## src/rtl/ftb_pkg.sv

```systemverilog
package ftb_pkg;

    localparam int unsigned FTB_DW = 32;
    localparam int unsigned FTB_CW = 2 * FTB_DW;

    // register offsets; the status bit positions are polled by software
    localparam logic [11:0] OFS_CNT_LO   = 12'h100;
    localparam logic [11:0] OFS_CNT_HI   = 12'h104;
    localparam logic [11:0] OFS_CNT_WST  = 12'h110;
    localparam logic [11:0] OFS_CTRL     = 12'h240;
    localparam logic [11:0] OFS_CTRL_WST = 12'h24C;

    localparam int unsigned RUN_BIT      = 8;
    localparam int unsigned CTRL_WST_BIT = 16;

    typedef enum logic [1:0] {
        TGT_LO   = 2'd0,
        TGT_HI   = 2'd1,
        TGT_CTRL = 2'd2
    } wr_tgt_e;

    typedef struct packed {
        logic              vld;
        wr_tgt_e           tgt;
        logic [FTB_DW-1:0] data;
    } wr_rec_t;

    typedef enum logic {
        ST_HALT = 1'b0,
        ST_RUN  = 1'b1
    } run_st_e;

endpackage

```

## src/rtl/ftb_apply_pipe.sv

```systemverilog
module ftb_apply_pipe
    import ftb_pkg::*;
#(
    parameter int unsigned DEPTH = 3
) (
    input  logic    clk,
    input  logic    rst_n,
    input  wr_rec_t in_rec,
    output wr_rec_t out_rec
);

    wr_rec_t [DEPTH-1:0] stg_q;

    generate
        if (DEPTH == 1) begin : g_single
            always_ff @(posedge clk) begin
                if (!rst_n) begin
                    stg_q <= '0;
                end else begin
                    stg_q[0] <= in_rec;
                end
            end
        end else begin : g_shift
            always_ff @(posedge clk) begin
                if (!rst_n) begin
                    stg_q <= '0;
                end else begin
                    stg_q <= {stg_q[DEPTH-2:0], in_rec};
                end
            end
        end
    endgenerate

    assign out_rec = stg_q[DEPTH-1];

endmodule

```

## src/rtl/ftb_count_core.sv

```systemverilog
module ftb_count_core
    import ftb_pkg::*;
(
    input  logic              clk,
    input  logic              rst_n,
    input  logic              tick_en,
    input  wr_rec_t           app_rec,
    output logic [FTB_CW-1:0] count,
    output logic              running
);

    run_st_e           st_q;
    run_st_e           st_d;
    logic [FTB_CW-1:0] cnt_q;
    logic              ctrl_hit;
    logic              pre_lo;
    logic              pre_hi;

    assign ctrl_hit = app_rec.vld && (app_rec.tgt == TGT_CTRL);
    assign pre_lo   = app_rec.vld && (app_rec.tgt == TGT_LO);
    assign pre_hi   = app_rec.vld && (app_rec.tgt == TGT_HI);

    // state register
    always_ff @(posedge clk) begin
        if (!rst_n) begin
            st_q <= ST_HALT;
        end else begin
            st_q <= st_d;
        end
    end

    // next-state: GO and STOP transitions
    always_comb begin
        st_d = st_q;
        unique case (st_q)
            ST_HALT: if (ctrl_hit &&  app_rec.data[RUN_BIT]) st_d = ST_RUN;
            ST_RUN:  if (ctrl_hit && !app_rec.data[RUN_BIT]) st_d = ST_HALT;
        endcase
    end

    // count datapath: preload outranks increment
    always_ff @(posedge clk) begin
        if (!rst_n) begin
            cnt_q <= '0;
        end else if (pre_lo) begin
            cnt_q[FTB_DW-1:0] <= app_rec.data;
        end else if (pre_hi) begin
            cnt_q[FTB_CW-1:FTB_DW] <= app_rec.data;
        end else if ((st_q == ST_RUN) && tick_en) begin
            cnt_q <= cnt_q + 1'b1;
        end
    end

    // outputs
    always_comb begin
        count   = cnt_q;
        running = (st_q == ST_RUN);
    end

endmodule

```

## src/rtl/ftb_status.sv

```systemverilog
module ftb_status
    import ftb_pkg::*;
(
    input  logic       clk,
    input  logic       rst_n,
    input  wr_rec_t    app_rec,
    input  logic [1:0] clr_cnt,
    input  logic       clr_ctrl,
    output logic [1:0] sts_cnt,
    output logic       sts_ctrl
);

    logic [1:0] set_cnt;
    logic       set_ctrl;

    assign set_cnt[0] = app_rec.vld && (app_rec.tgt == TGT_LO);
    assign set_cnt[1] = app_rec.vld && (app_rec.tgt == TGT_HI);
    assign set_ctrl   = app_rec.vld && (app_rec.tgt == TGT_CTRL);

    // a completion arriving with a clear is kept
    always_ff @(posedge clk) begin
        if (!rst_n) begin
            sts_cnt  <= '0;
            sts_ctrl <= 1'b0;
        end else begin
            sts_cnt  <= (sts_cnt & ~clr_cnt) | set_cnt;
            sts_ctrl <= (sts_ctrl & ~clr_ctrl) | set_ctrl;
        end
    end

endmodule

```

## src/rtl/ftb_timebase.sv

```systemverilog
module ftb_timebase
    import ftb_pkg::*;
#(
    parameter int unsigned APPLY_DLY = 3,
    parameter int unsigned ADDR_W    = 12
) (
    input  logic              clk,
    input  logic              rst_n,
    input  logic              tick_en,
    input  logic              bus_req,
    input  logic              bus_we,
    input  logic [ADDR_W-1:0] bus_addr,
    input  logic [FTB_DW-1:0] bus_wdata,
    output logic [FTB_DW-1:0] bus_rdata
);

    localparam logic [ADDR_W-1:0] A_LO   = ADDR_W'(OFS_CNT_LO);
    localparam logic [ADDR_W-1:0] A_HI   = ADDR_W'(OFS_CNT_HI);
    localparam logic [ADDR_W-1:0] A_CWST = ADDR_W'(OFS_CNT_WST);
    localparam logic [ADDR_W-1:0] A_CTRL = ADDR_W'(OFS_CTRL);
    localparam logic [ADDR_W-1:0] A_KWST = ADDR_W'(OFS_CTRL_WST);

    logic              wr_acc;
    logic              rd_acc;
    wr_rec_t           in_rec;
    wr_rec_t           app_rec;
    logic [FTB_CW-1:0] cnt_q;
    logic              run_on;
    logic [1:0]        clr_cnt;
    logic              clr_ctrl;
    logic [1:0]        sts_cnt;
    logic              sts_ctrl;

    assign wr_acc = bus_req &&  bus_we;
    assign rd_acc = bus_req && !bus_we;

    // capture of delayed writes
    always_comb begin
        in_rec      = '0;
        in_rec.data = bus_wdata;
        if (wr_acc) begin
            if (bus_addr == A_LO) begin
                in_rec.vld = 1'b1;
                in_rec.tgt = TGT_LO;
            end else if (bus_addr == A_HI) begin
                in_rec.vld = 1'b1;
                in_rec.tgt = TGT_HI;
            end else if (bus_addr == A_CTRL) begin
                in_rec.vld = 1'b1;
                in_rec.tgt = TGT_CTRL;
            end
        end
    end

    // immediate write-1-to-clear
    assign clr_cnt  = (wr_acc && (bus_addr == A_CWST)) ? bus_wdata[1:0] : 2'b00;
    assign clr_ctrl = wr_acc && (bus_addr == A_KWST) && bus_wdata[CTRL_WST_BIT];

    ftb_apply_pipe #(.DEPTH(APPLY_DLY)) u_pipe (
        .clk     (clk),
        .rst_n   (rst_n),
        .in_rec  (in_rec),
        .out_rec (app_rec)
    );

    ftb_count_core u_core (
        .clk     (clk),
        .rst_n   (rst_n),
        .tick_en (tick_en),
        .app_rec (app_rec),
        .count   (cnt_q),
        .running (run_on)
    );

    ftb_status u_sts (
        .clk      (clk),
        .rst_n    (rst_n),
        .app_rec  (app_rec),
        .clr_cnt  (clr_cnt),
        .clr_ctrl (clr_ctrl),
        .sts_cnt  (sts_cnt),
        .sts_ctrl (sts_ctrl)
    );

    // read mux
    always_comb begin
        bus_rdata = '0;
        if (rd_acc) begin
            case (bus_addr)
                A_LO:    bus_rdata = cnt_q[FTB_DW-1:0];
                A_HI:    bus_rdata = cnt_q[FTB_CW-1:FTB_DW];
                A_CWST:  bus_rdata = {{(FTB_DW-2){1'b0}}, sts_cnt};
                A_CTRL:  bus_rdata[RUN_BIT] = run_on;
                A_KWST:  bus_rdata[CTRL_WST_BIT] = sts_ctrl;
                default: bus_rdata = '0;
            endcase
        end
    end

endmodule

```

## config.mk

```make
export PLATFORM = sky130hd
export DESIGN_NAME = ftb_timebase
export DESIGN_NICKNAME = d
export VERILOG_FILES = /design/src/rtl/ftb_pkg.sv /design/src/rtl/ftb_apply_pipe.sv /design/src/rtl/ftb_count_core.sv /design/src/rtl/ftb_status.sv /design/src/rtl/ftb_timebase.sv
export SDC_FILE = /design/constraint.sdc
export NUM_CORES = 1
export LEC_CHECK = 0
export BUFFER_PORTS_ARGS = -buffer_cell sky130_fd_sc_hd__buf_2
export CORE_UTILIZATION = 52
export DETAILED_ROUTE_END_ITERATION = 10
export GPL_TIMING_DRIVEN = 0
export PLACE_DENSITY = 0.75
export SLEW_MARGIN = 20
export SYNTH_ARGS = -nofsm -noshare
export SYNTH_HDL_FRONTEND = slang
export SYNTH_SLANG_ARGS = --single-unit
```

## constraint.sdc

```tcl
create_clock -name clk -period 2.19 [get_ports clk]
set_input_delay 0.219 -clock clk [delete_from_list [all_inputs] [get_ports clk]]
set_output_delay 0.219 -clock clk [all_outputs]
set_load 0.005 [all_outputs]
```

==> results.txt <==
Status: complete, but fails checks
Failing checks: setup timing
Total CTS buffers: 17
PortBufs: 79
Fmax: 449 MHz
CP Launch Type: flip-flop
Core ar.: 0.0132 mm2
Worst min path class: in2reg
Kind of critical path: reg2reg
CTS sink count: 173
Top-area cell type share of the netlist area: 48.9%
Detail Placement HPWL: 14.0 mm
Initial antenna violation count: 0
Share of the yosys chip area belonging to registers: 48.9%
CTS tree: done
Share of cells above drive strength 1: 22.7%
Tmin final: 2230 ps
Reg2Reg Depth: 8
Detail Route Antenna Nets: 0
FF-to-FF setup slack: -40 ps
Starting Density: 53.5%
Post-Syn Area: 0.00708 mm2
Syn_nets: 837
Initial drt markers: 701
Peak VDD IR: 0.657 mV
Die area: 0.0141 mm2
Synthesis-to-finish area growth: 28.0%
Antenna cells: 0
Core Util, Final: 68.5%
Via-to-Cell Ratio: 5.74
Min-Delay Endpoint: u_pipe.stg_q[21]
Final WL: 20.6 mm
R2R Path End: u_core.count[30]
Root Driver: clkbuf_16
Number of global-route vias before repair: 6184
# setup viols final: 8
Post-route setup TNS: -178 ps
MaxCap Viol Count: 0
Synth unique cells: 60
Number of enable flip-flop cells after synthesis: 0
Count of state elements after synthesis: 173
Pin count of the biggest net entering global routing: 17
Crit Path Max Fanout: 4
Via Count: 6477
Max-slew violation count: 0
Placement Setup Slack: -677 ps
Drc violations: 0
Worst setup EP type: flip-flop
DRT Pass-1 Iters: 6
I/O Pins: 81
WL/cell: 18.3 um
RSZ-0062 raised after global routing: true
Worst hold start: bus_wdata[21]
Max transition margin: 51.9%
R2R Path Start: u_core.count[1]
Most frequent cells in the layout: dfxtp_1, and2_1, buf_2
Chip width: 119 um
Post-Syn Area per Cell: 9.00 um2
Final hold violations: 0
First-pass GRT wire length: 32.3 mm
Hold depth: 2
FP Rows: 42
Synth top area cells: dfxtp_1, and2_1, nor2_1, a21oi_1, a22oi_1
Clock-pin slew on the worst setup and hold paths: 70 ps
RD Place Congestion: 0.963
Commonest non-fill, non-tap cell in the layout: dfxtp_1
Worst-Margin Slew: 721 ps
Htree depth: 4
Pwr/cell area: 727 mW/mm2
Post-Syn Instances: 787
Crit share post-route: 102%
Gr usage total: 30.0%
Fin nets: 989
Cell taking the most area after synthesis: dfxtp_1
Main synth FF type: dfxtp_1
Synth Warn #: 0
Layout Skew: 9.11 ps
Pleak: 3.45 nW
Ys async rst share: 0%
CP arrival: 2590 ps
Worst Path Required: 2550 ps
Die height: 119 um
Final WS setup: -35.9 ps
Latest clock arrival within the worst-skew pair: 430 ps
Grt ovf: 0
CTS max path bufs: 2
==> worst max-delay path, stage by stage, from the launching register on <==
cell and delay (ps):
dfxtp_4 360, ha_4 130, nand4_1 110, or4_4 540, buf_4 170, nor2_4 130
nand2_2 90, or4b_1 480, a31oi_1 140
==> synthesized netlist by cell type, drive strengths merged, types with 2 or more instances <==
library cell	n
a211oi	13
clkbuf	40
buf	4
xor2	21
nor4	13
nor2	76
a2bb2oi	4
nor3	14
mux2	3
and3	11
a31oi	5
o21ai	35
and4	5
nand3	40
nand2b	4
or4	4
dfxtp	173
inv	6
or2	2
mux2i	2
nor3b	2
nand4	23
a31o	2
a21bo	2
a21oi	45
or3	6
and4b	2
o21a	3
nor2b	2
nand2	47
a22oi	30
and2	108
a222oi	4
a311oi	3
xnor2	21
==> sequential cells by signal, summed over array words and instances (netlist names), named ones only <==
name and count:
u_core.count 64, u_sts.sts_ctrl 1, u_sts.sts_cnt 2, u_pipe.out_rec 35, u_pipe.stg_q 70
==> kinds of logic (layout without fill, tap and decap cells) <==
family	after synthesis	in the layout	share of synthesized area, %
and+or+nand+nor	365	365	28.5
buffers and inverters	51	216	3.06
xor gates and xnor gates	42	42	5.19
adders and majority gates	1	1	0.177
DFF	173	173	48.9
AOI/OAI and AO/OA	150	150	13.4
muxes	5	5	0.760
==> worst max-delay path by stage <==
| stage | from | endpoint | slack [ps] |
|---|---|---|---|
| 4_1_cts | u_core.count[0] | u_core.count[46] | -120 |
| 6_report | u_core.count[1] | u_core.count[30] | -40 |
| 3_5_place_dp | bus_addr[9] | bus_rdata[28] | -680 |
| 5_1_grt | u_core.count[1] | u_core.count[46] | -120 |
| 3_3_place_gp | bus_addr[9] | bus_rdata[29] | -680 |
| 2_1_floorplan | u_core.count[1] | u_core.count[46] | -3 |
==> per-stage QoR <==
step | std cells | area, um2 | power [mW] | hold WS [ps]
2_1_floorplan | 787 | 7130 | 3.40 | 341
3_3_place_gp | 1042 | 7750 | 3.49 | 413
3_5_place_dp | 1042 | 7750 | 3.50 | 417
4_1_cts | 1122 | 8930 | 6.61 | 9.58
5_1_grt | 1128 | 9070 | 6.78 | 23.9
6_report | 1128 | 9070 | 6.59 | 22.4
==> cell type report <==
class,instances,area [um2]
Clock inverter,14,178
Tap cell,176,220
Timing Repair Buffer,135,913
Multi-Input combinational cell,563,3580
Inverter,7,26.3
Buffer,42,193
Fill cell,1065,4180
Sequential cell,173,3520
Clock buffer,18,439
==> layer usage <==
| layer | track usage, % | part of all wire (%) |
|---|---|---|
| met3 | 6.23 | 10 |
| met2 | 47.5 | 45 |
| met1 | 39.0 | 41 |
| met4 | 14.2 | 3.5 |
| met5 | 0 | 0 |
==> what timing repair did <==
item	CTS	global route
endpoints found under the setup margin	61	62
gates cloned	1	0
gates resized for setup	33	31
hold buffers	27	0
setup buffers	20	8
hold endpoints to repair	27	0
pin swaps	17	18
==> where the power goes <==
group | total, mW | switching [mW] | internal (mW) | leakage [nW]
combinational | 0.233 | 0.119 | 0.114 | 1.72
clock | 3.13 | 1.28 | 1.85 | 0.308
sequential | 3.23 | 0.0248 | 3.20 | 1.42
Power figures use the tool's default switching activity.
